--- config.mk ---
export PLATFORM = sky130hd
export DESIGN_NAME = spi_buf_status
export DESIGN_NICKNAME = d
export VERILOG_FILES = /design/src/rtl/spi_stat_pkg.sv /design/src/rtl/spi_stat_fifo.sv /design/src/rtl/spi_stat_err.sv /design/src/rtl/spi_buf_status.sv
export SDC_FILE = /design/constraint.sdc
export NUM_CORES = 1
export LEC_CHECK = 0
export BUFFER_PORTS_ARGS = -buffer_cell sky130_fd_sc_hd__buf_4
export CORE_ASPECT_RATIO = 0.8
export CORE_MARGIN = 2
export CORE_UTILIZATION = 40
export DETAILED_ROUTE_END_ITERATION = 6
export PLACE_DENSITY = 0.6
export REMOVE_ABC_BUFFERS = 1
export SETUP_SLACK_MARGIN = 0.05
export SLEW_MARGIN = 20
export SYNTH_ARGS = -nofsm -noshare
export SYNTH_HDL_FRONTEND = slang
export SYNTH_SLANG_ARGS = --single-unit
--- constraint.sdc ---
create_clock -name clk -period 5.22 [get_ports clk]
set_input_delay 1.044 -clock clk [delete_from_list [all_inputs] [get_ports clk]]
set_output_delay 1.044 -clock clk [all_outputs]
set_load 0.03 [all_outputs]
--- src/rtl/spi_stat_pkg.sv ---
package spi_stat_pkg;

  localparam int STAT_W = 32;
  localparam int CNT_W  = 3;

  // Bit positions other blocks decode
  localparam int B_RBF  = 0;
  localparam int B_TBF  = 1;
  localparam int B_TBE  = 3;
  localparam int B_RBE  = 5;
  localparam int B_OVF  = 6;
  localparam int B_SRMT = 7;
  localparam int B_UDR  = 8;
  localparam int B_BUSY = 11;
  localparam int B_FRM  = 12;
  localparam int B_TXC  = 16;
  localparam int B_RXC  = 24;

  typedef struct packed {
    logic [CNT_W-1:0] rxc;
    logic [CNT_W-1:0] txc;
    logic             frm;
    logic             busy;
    logic             udr;
    logic             srmt;
    logic             ovf;
    logic             rbe;
    logic             tbe;
    logic             tbf;
    logic             rbf;
  } stat_fields_t;

  function automatic logic [STAT_W-1:0] pack_status(input stat_fields_t f);
    logic [STAT_W-1:0] w;
    w                       = '0;
    w[B_RXC +: CNT_W]       = f.rxc;
    w[B_TXC +: CNT_W]       = f.txc;
    w[B_FRM]                = f.frm;
    w[B_BUSY]               = f.busy;
    w[B_UDR]                = f.udr;
    w[B_SRMT]               = f.srmt;
    w[B_OVF]                = f.ovf;
    w[B_RBE]                = f.rbe;
    w[B_TBE]                = f.tbe;
    w[B_TBF]                = f.tbf;
    w[B_RBF]                = f.rbf;
    return w;
  endfunction

endpackage

--- src/rtl/spi_stat_fifo.sv ---
module spi_stat_fifo #(
  parameter int W     = 32,
  parameter int DEPTH = 3,
  parameter int CW    = 3
) (
  input  logic          clk,
  input  logic          rst_n,
  input  logic          flush,
  input  logic [CW-1:0] cap,
  input  logic          push,
  input  logic          pop,
  input  logic [W-1:0]  wdata,
  output logic [W-1:0]  rdata,
  output logic [CW-1:0] count,
  output logic          empty,
  output logic          full
);

  localparam int PTR_W = (DEPTH > 1) ? $clog2(DEPTH) : 1;

  logic [W-1:0]     mem_q [DEPTH];
  logic [PTR_W-1:0] wp_q, wp_d, rp_q, rp_d;
  logic [CW-1:0]    cnt_q, cnt_d;
  logic             push_ok, pop_ok;

  function automatic logic [PTR_W-1:0] ptr_inc(input logic [PTR_W-1:0] p);
    return (p == PTR_W'(DEPTH - 1)) ? '0 : p + 1'b1;
  endfunction

  assign empty   = (cnt_q == '0);
  assign full    = (cnt_q == cap);
  assign push_ok = push && !full && !flush;
  assign pop_ok  = pop && !empty && !flush;
  assign rdata   = mem_q[rp_q];
  assign count   = cnt_q;

  always_comb begin
    wp_d  = wp_q;
    rp_d  = rp_q;
    cnt_d = cnt_q;
    if (flush) begin
      wp_d  = '0;
      rp_d  = '0;
      cnt_d = '0;
    end else begin
      if (push_ok) wp_d = ptr_inc(wp_q);
      if (pop_ok)  rp_d = ptr_inc(rp_q);
      case ({push_ok, pop_ok})
        2'b10:   cnt_d = cnt_q + 1'b1;
        2'b01:   cnt_d = cnt_q - 1'b1;
        default: cnt_d = cnt_q;
      endcase
    end
  end

  always_ff @(posedge clk or negedge rst_n) begin
    if (!rst_n) begin
      wp_q  <= '0;
      rp_q  <= '0;
      cnt_q <= '0;
    end else begin
      wp_q  <= wp_d;
      rp_q  <= rp_d;
      cnt_q <= cnt_d;
    end
  end

  always_ff @(posedge clk) begin
    if (push_ok) mem_q[wp_q] <= wdata;
  end

  // occupancy never passes the storage depth
  a_r5_cnt_bound: assert property (@(posedge clk) disable iff (!rst_n)
    cnt_q <= CW'(DEPTH));

  // a push into a full buffer without a pop leaves the count alone
  a_r5_full_drop: assert property (@(posedge clk) disable iff (!rst_n)
    full && push && !pop && !flush |=> cnt_q == $past(cnt_q));

endmodule

--- src/rtl/spi_stat_err.sv ---
module spi_stat_err (
  input  logic clk,
  input  logic rst_n,
  input  logic en,
  input  logic ign_udr,
  input  logic ovf_evt,
  input  logic frm_evt,
  input  logic udr_evt,
  input  logic clr_ovf,
  input  logic clr_frm,
  input  logic clr_udr,
  output logic ovf,
  output logic frm,
  output logic udr,
  output logic tx_stall
);

  logic ovf_q, ovf_d, frm_q, frm_d, udr_q, udr_d;

  always_comb begin
    ovf_d = ovf_evt | (ovf_q & ~clr_ovf);
    frm_d = frm_evt | (frm_q & ~clr_frm);
    if (!en)          udr_d = 1'b0;
    else if (ign_udr) udr_d = udr_evt;
    else              udr_d = udr_evt | (udr_q & ~clr_udr);
  end

  always_ff @(posedge clk or negedge rst_n) begin
    if (!rst_n) begin
      ovf_q <= 1'b0;
      frm_q <= 1'b0;
      udr_q <= 1'b0;
    end else begin
      ovf_q <= ovf_d;
      frm_q <= frm_d;
      udr_q <= udr_d;
    end
  end

  assign ovf      = ovf_q;
  assign frm      = frm_q;
  assign udr      = udr_q;
  assign tx_stall = udr_q & ~ign_udr;

  // overflow only drops on a clear strobe
  a_r7_ovf_sticky: assert property (@(posedge clk) disable iff (!rst_n)
    ovf_q && !clr_ovf |=> ovf_q);

  // frame error only drops on a clear strobe
  a_r12_frm_sticky: assert property (@(posedge clk) disable iff (!rst_n)
    frm_q && !clr_frm |=> frm_q);

  // a disabled cycle leaves no underrun behind
  a_r11_udr_off: assert property (@(posedge clk) disable iff (!rst_n)
    !en |=> !udr_q);

  // live underrun falls as soon as the condition is gone
  a_r10_udr_live: assert property (@(posedge clk) disable iff (!rst_n)
    ign_udr && !udr_evt |=> !udr_q);

endmodule

--- src/rtl/spi_buf_status.sv ---
module spi_buf_status
  import spi_stat_pkg::*;
#(
  parameter int DATA_W     = 32,
  parameter int FIFO_DEPTH = 3
) (
  input  logic              clk,
  input  logic              rst_n,
  input  logic              en,
  input  logic              enh_mode,
  input  logic              ign_udr,
  input  logic              cpu_wr,
  input  logic [DATA_W-1:0] cpu_wdata,
  input  logic              cpu_rd,
  input  logic              sh_load,
  input  logic              sh_rx_done,
  input  logic [DATA_W-1:0] sh_rx_data,
  input  logic              sh_active,
  input  logic              frm_err,
  input  logic              clr_ovf,
  input  logic              clr_udr,
  input  logic              clr_frm,
  output logic [STAT_W-1:0] status,
  output logic [DATA_W-1:0] rd_data,
  output logic [DATA_W-1:0] sh_tx_data,
  output logic              tx_stall
);

  localparam logic [CNT_W-1:0] CAP_ENH = CNT_W'(FIFO_DEPTH);
  localparam logic [CNT_W-1:0] CAP_STD = CNT_W'(1);

  logic [CNT_W-1:0]  cap, tx_cnt, rx_cnt;
  logic              tx_empty, tx_full, rx_empty, rx_full;
  logic [DATA_W-1:0] rx_head;
  logic              load_ok, udr_evt, ovf_evt;
  logic              ovf, frm, udr;
  logic              sr_q, sr_d, busy_q, busy_d;
  logic [DATA_W-1:0] rdd_q, rdd_d;
  logic              rd_ok;
  stat_fields_t      f;

  assign cap     = enh_mode ? CAP_ENH : CAP_STD;
  assign load_ok = en && sh_load && !tx_empty && !tx_stall;
  assign udr_evt = en && sh_load && tx_empty;
  assign ovf_evt = en && sh_rx_done && rx_full;
  assign rd_ok   = en && cpu_rd && !rx_empty;

  spi_stat_fifo #(.W(DATA_W), .DEPTH(FIFO_DEPTH), .CW(CNT_W)) u_txq (
    .clk   (clk),
    .rst_n (rst_n),
    .flush (!en),
    .cap   (cap),
    .push  (cpu_wr),
    .pop   (load_ok),
    .wdata (cpu_wdata),
    .rdata (sh_tx_data),
    .count (tx_cnt),
    .empty (tx_empty),
    .full  (tx_full)
  );

  spi_stat_fifo #(.W(DATA_W), .DEPTH(FIFO_DEPTH), .CW(CNT_W)) u_rxq (
    .clk   (clk),
    .rst_n (rst_n),
    .flush (!en),
    .cap   (cap),
    .push  (sh_rx_done),
    .pop   (cpu_rd),
    .wdata (sh_rx_data),
    .rdata (rx_head),
    .count (rx_cnt),
    .empty (rx_empty),
    .full  (rx_full)
  );

  spi_stat_err u_err (
    .clk      (clk),
    .rst_n    (rst_n),
    .en       (en),
    .ign_udr  (ign_udr),
    .ovf_evt  (ovf_evt),
    .frm_evt  (en && frm_err),
    .udr_evt  (udr_evt),
    .clr_ovf  (clr_ovf),
    .clr_frm  (clr_frm),
    .clr_udr  (clr_udr),
    .ovf      (ovf),
    .frm      (frm),
    .udr      (udr),
    .tx_stall (tx_stall)
  );

  always_comb begin
    if (!en)              sr_d = 1'b0;
    else if (load_ok)     sr_d = 1'b1;
    else if (sh_rx_done)  sr_d = 1'b0;
    else                  sr_d = sr_q;
    busy_d = en && sh_active;
    rdd_d  = rd_ok ? rx_head : rdd_q;
  end

  always_ff @(posedge clk or negedge rst_n) begin
    if (!rst_n) begin
      sr_q   <= 1'b0;
      busy_q <= 1'b0;
      rdd_q  <= '0;
    end else begin
      sr_q   <= sr_d;
      busy_q <= busy_d;
      rdd_q  <= rdd_d;
    end
  end

  always_comb begin
    f.rxc  = enh_mode ? rx_cnt : '0;
    f.txc  = enh_mode ? tx_cnt : '0;
    f.frm  = frm;
    f.busy = busy_q;
    f.udr  = udr;
    f.srmt = en && tx_empty && !sr_q;
    f.ovf  = ovf;
    f.rbe  = rx_empty;
    f.tbe  = tx_empty;
    f.tbf  = tx_full;
    f.rbf  = rx_full;
  end

  assign status  = pack_status(f);
  assign rd_data = rdd_q;

  // shift-register-empty implies an empty transmit buffer
  a_r8_srmt_tbe: assert property (@(posedge clk) disable iff (!rst_n)
    status[B_SRMT] |-> status[B_TBE]);

  // a halted transmit path keeps its occupancy unless the CPU writes
  a_r9_stall_hold: assert property (@(posedge clk) disable iff (!rst_n)
    en && tx_stall && !cpu_wr |=> tx_cnt == $past(tx_cnt));

  // reading an empty receive buffer keeps the last read word
  a_r6_empty_read: assert property (@(posedge clk) disable iff (!rst_n)
    en && cpu_rd && rx_empty |=> $stable(rd_data));

  // busy mirrors the previous cycle's activity
  a_r12_busy: assert property (@(posedge clk) disable iff (!rst_n)
    en && sh_active |=> status[B_BUSY]);

  // count fields stay zero in single-buffer mode
  a_r2_std_counts: assert property (@(posedge clk) disable iff (!rst_n)
    !enh_mode |-> status[B_RXC +: CNT_W] == '0 && status[B_TXC +: CNT_W] == '0);

endmodule

# Yosys cells after proc, flatten, opt, wreduce, memory -nomap -nowiden
# Memory sizes are Yosys's and may differ from the RTL's. A register that Yosys moved wholly into a read port is not among the register bits.
# Cells that the tools add are included.
classes:
  addsub: 8
  eq_ne: 17
  muxes: 28
  n_bitwise: 11
  reduce_logical: 29
op_table:
  columns: ["op", "n"]
  rows:
  - ["2-bit two-way mux", 13]
  - ["1-bit logical AND", 20]
  - ["2-bit == test (second input constant)", 6]
  - ["3-bit two-way mux", 4]
  - ["3-bit one-hot mux with 2 select lines", 2]
  - ["1-bit two-way mux", 9]
  - ["3-bit by 1-bit inequality test with 1-bit output (second input constant)", 3]
  - ["2-bit by 1-bit adder with 2-bit output (second input constant)", 4]
  - ["2-bit by 1-bit inequality test with 1-bit output (second input constant)", 4]
  - ["1-bit zero test", 7]
  - ["3-bit by 1-bit adder with 3-bit output (second input constant)", 2]
  - ["3-bit by 2-bit == test with 1-bit output", 2]
  - ["3-bit zero test", 2]
  - ["3-bit by 1-bit subtractor with 3-bit output (second input constant)", 2]
  - ["1-bit AND", 4]
  - ["2-bit by 1-bit == test with 1-bit output (second input constant)", 2]
  - ["1-bit inverter", 4]
  - ["1-bit OR", 3]
word_totals:
  regBits: 19
  ramBits: 192
  out_inout_bits: 97
  word_cells: 106
  mem_count: 2
mem_list:
  columns: ["name", "words", "word_bits", "read_ports", "rd_clocked_by_memory_dff", "wr", "line_no", "rtl"]
  rows:
  - ["u_rxq.mem_q", 3, 32, 1, 1, 1, "spi_stat_fifo.sv:21", "logic [W-1:0] mem_q [DEPTH];"]
  - ["u_txq.mem_q", 3, 32, 1, 0, 1, "spi_stat_fifo.sv:21", null]

# Logic depth before layout (Yosys ltp)
depth:
  word_depth: 9
  ltp_mapped: 9
  depth_no_buf: 8

# Hierarchy
# From an unflattened synthesis, not the netlist that was laid out.
unflattened:
  cells_unflattened: 637
  hier_area_um2: 9932.0
modules_own_cells:
  columns: ["module", "instances", "cells_per_inst", "area_each_um2"]
  rows:
  - ["spi_stat_fifo", 2, 256, 4066.4]
  - ["spi_buf_status", 1, 115, 1675.4]
  - ["spi_stat_err", 1, 10, 123.9]

# Worst setup path after synthesis
# Ideal clock, no wire load.
synth_timing:
  kind: "input-to-reg"
  startpoint: "input port enh_mode"
  endpoint: "memory u_rxq.mem_q[1][0], enable pin"
  setup_ps: 468
  t_arrival_ps: 4126
  t_required_ps: 4752
  slack_ps: 626
  cell_stages: 5
  path_buffers: 0
  cell_sequence: "ha_1 -> or3b_1 -> and2_1 -> nand2_1 -> nor3b_1"
synth_via:
  elab_chain_cells: 7
synth_lines:
  columns: ["element", "line_no", "rtl"]
  rows:
  - ["from (decl)", "spi_buf_status.sv:10", "input logic enh_mode,"]
  - ["2-bit two-way mux", "spi_buf_status.sv:42", "assign cap = enh_mode ? CAP_ENH : CAP_STD;"]
  - ["3-bit by 2-bit == test with 1-bit output", "spi_stat_fifo.sv:31", "assign full = (cnt_q == cap);"]
  - ["1-bit zero test", "spi_stat_fifo.sv:32", "assign push_ok = push && !full && !flush;"]
  - ["1-bit logical AND (2 in series)", "spi_stat_fifo.sv:32", null]
  - ["1-bit two-way mux", "spi_stat_fifo.sv:69", "if (push_ok) mem_q[wp_q] <= wdata;"]
  - ["1-bit two-way mux (not written as such)", "spi_stat_fifo.sv:69", null]
  - ["to (decl)", "spi_stat_fifo.sv:21", null]
# No other way between the ends.

# Worst setup path in the final report
layout_timing:
  startpoint: "register u_txq.rp_q[0]"
  endpoint: "output port sh_tx_data[9]"
layout_via:
  elab_chain_cells: 1
layout_lines:
  columns: ["element", "line_no", "rtl"]
  rows:
  - ["from (decl)", "spi_stat_fifo.sv:22", "logic [PTR_W-1:0] wp_q, wp_d, rp_q, rp_d;"]
  - ["from (signal assigned)", "spi_stat_fifo.sv:63", "rp_q <= rp_d;"]
  - ["memory 3 x 32 bit", null, null]
  - ["to (decl)", "spi_buf_status.sv:25", "output logic [DATA_W-1:0] sh_tx_data,"]
# No other way between the ends.

==> run_results.csv <==
group,metric,value,unit
run_status,status,"completed",
timing,finalSetupViolCount,0,
timing,hold_slack,478,ps
critical_path,arrival,2280,ps
synthesis,synth.area.top_cells,"edfxtp_1 61%, dfrtp_1 13%, mux2i_1 7.2%",
clocking,clk_pin_slew,60,ps
floorplan,rows,50,
global_route,grt_pass1_vias,5772,
pwr,leakage,4.38,nW
clocking,cts_tree,"yes",
clocking,postCtsSetupRepairBufs,0,
pwr,powerDensity,485,nW/um2
critical_path,rr_startpoint,"u_rxq.count[0]",
drt,drtAntennaViolNets,0,
floorplan,die_w,176,um
global_route,grt_pass1_wl,29.6,mm
critical_path,worstSetupEndpoint,"sh_tx_data[9]",
timing,setup_slack,1890,ps
drt,first_pass_iters,4,
floorplan,dieHeight,142,um
timing,max_freq,0.301,GHz
clocking,cts_made_buffers,25,
synthesis,netlist_area,9500,um2
critical_path,crit_required,4180,ps
synthesis,yosysUniqueCellTypes,40,
synthesis,synth-seq-area-share,0.741,
synthesis,synth.most_common_cell,"edfxtp_1",
floorplan,core_area,23300,um2
pwr,ir_drop,0.266,mV
drt,wl_per_cell,16.7,um
synthesis,synth-compound-area-share,0.0660,
global_route,grt_max_degree,68,
synthesis,yosys-top-cells-count,"192 x edfxtp_1, 85 x nand2_1, 68 x mux2i_1",
placement,hpwl,11.6,mm
drt,vias_per_cell,4.87,
timing,slew_headroom,0.280,
layout,syn_to_final_growth,22.8,%
min_path,min_path_type,"reg -> reg",
placement,io_buffers,157,
placement,place_congestion,0.737,
timing,setup-tns-final,0,ps
global_route,grt-ovfl-total,0,
synthesis,ys.flop_type,"edfxtp_1",
clocking,cts_resized,0,
critical_path,reg2reg_to,"u_rxq.count[2]",
timing,fin_crit,3330,ps
drt,wirelength,18.9,mm
synthesis,avgSynthCellArea,14.5,um2
critical_path,startpoint,"u_txq.rp_q[0]",
synthesis,synth_top_family_by_area,"simple AND/OR/NAND/NOR gates",
job,cap_violations,0,
timing,skew,9.74,ps
layout,nets,886,
critical_path,regToRegSetupSlack,2370,ps
synthesis,synth_xor_area_frac,0.00184,
synthesis,synthSimpleGateAreaFrac,0.0743,
synthesis,synth-edff-count,192,
layout,drive_gt1_frac,0.254,
timing,drv_slew,0,
clocking,clockRootBuffer,"clkbuf_16",
global_route,gr-usage-all-layers,0.150,
clocking,insertion_delay,510,ps
synthesis,synth_top_area_frac,0.607,
drt,drt-initial-drc-count,343,
synthesis,yosys_register_bits,243,
layout,fin_util,0.500,
pwr,power,5.66,mW
critical_path,worstSetupStartpointType,"register",
critical_path,reg2reg_depth,8,
synthesis,synth.area.mux_share,0.0716,
clocking,h-tree-depth,1,
synthesis,synth_top_area_cell,"edfxtp_1",
synthesis,async_flop_share,0.210,
critical_path,endpoint_kind,"primary output",
placement,place_ws,1990,ps
clocking,cts_sinks,243,
drt,dr_total_vias,5523,
floorplan,start_util,0.407,
timing,rsz0062_at_grt,"false",
floorplan,fp.dieArea,25000,um2
synthesis,syn_inst,655,
timing,max_slew.worst_pin.slew,1080,ps
critical_path,critical_path_class,"reg -> out",
synthesis,ys_warn_count,0,
floorplan,pin_count,175,
critical_path,critPathMaxFanout,35,
global_route,antenna_found_initial,0,
synthesis,synthAdderAreaFrac,0.00685,
timing,min_period_over_period,0.637,
layout,antenna_cells,0,
clocking,clock_tree.buffer_depth,3,
clocking,ctsHoldBuffers,0,
timing,hold_viol_final,0,
drt,drcViolationCount,0,
[state kept, by name, indices dropped and copies added (netlist names)]
register and cells:
u_err.ovf 1, u_err.frm 1, u_rxq.wp_q 2, u_rxq.mem_q 96, u_rxq.rp_q 2, u_txq.mem_q 96, u_txq.wp_q 2, u_rxq.count 3
u_txq.rp_q 2, sr_q 1, rd_data 32, u_err.udr 1, busy_q 1, u_txq.count 3
[metrics by stage]
| step | cells | instance area [um2] |
|---|---|---|
| after global routing | 1135 | 11700 |
| after detailed placement | 1089 | 10900 |
| after floorplan | 613 | 9230 |
| after global placement | 1089 | 10900 |
| after CTS | 1135 | 11700 |
| final | 1135 | 11700 |
[worst min path at each step]
stage | start | cells after the start | end
2_1_floorplan | sr_q | 2 | sr_q
3_3_place_gp | rd_data[6] | 2 | rd_data[6]
3_5_place_dp | rd_data[27] | 2 | rd_data[27]
4_1_cts | rd_data[27] | 2 | rd_data[27]
5_1_grt | rd_data[9] | 2 | rd_data[9]
6_report | rd_data[20] | 2 | rd_data[20]
[metal layers]
layer  share of wire  vias to the layer above  global-route usage
li1                -                     2642                   -
met2            0.51                      146               0.263
met5               0                        -                   0
met1            0.42                     2702               0.189
met3           0.050                       33              0.0279
met4           0.025                        0              0.0435
[critical path: stages, from the launching register on]
cell     delay (ps)
dfrtp_2        1050
mux2i_1         170
o21ai_0         280
buf_4           220
[cells in the final DEF, fill, tap and decap left out, drive strengths merged]
cell and count:
edfxtp 192, buf 164, nand2 85, mux2i 68, o21ai 66, dfrtp 51
nor2 34, clkbuf 33, a21oi 32, conb 17, inv 8, clkinv 8
and2 7, a21boi 7, or3 5, nor3b 4, or3b 3, nor3 3
nand2b 3, nand3b 3, nand3 3, nor2b 2, and3b 2, xnor2 2
o31ai 2, nand4 2, a211oi 2, fa 2, ha 2, clkinvlp 2
bufinv 2, o311ai 2, a22oi 1, o41ai 1, o41a 1, a311oi 1
nand4b 1
[final cells by class]
class	instances	area (um2)
Multi-Input combinational cell	363	2190
Tap cell	312	390
Clock buffer	33	656
Sequential cell	243	7050
Timing Repair Buffer	164	1230
Fill cell	2007	11700
Inverter	7	26.3
Clock inverter	13	118
[report_power, final]
part / internal, mW / switching (mW)
sequential: 2.33 / 0.236
combinational: 0.555 / 0.858
clock: 0.983 / 0.703
total: 3.86 / 1.80
[cells by family (layout without fill, tap and decap cells)]
family                     count (synthesis)  count (layout)
DFF                                      243             243
xor gates and xnor gates                   2               2
other                                      1              17
and+or+nand+nor                          157             157
buffers and inverters                     65             217
muxes                                     68              68
AOI/OAI and AO/OA                        115             115
adders and majority gates                  4               4
Note: power is estimated with default switching activity, not from simulation.
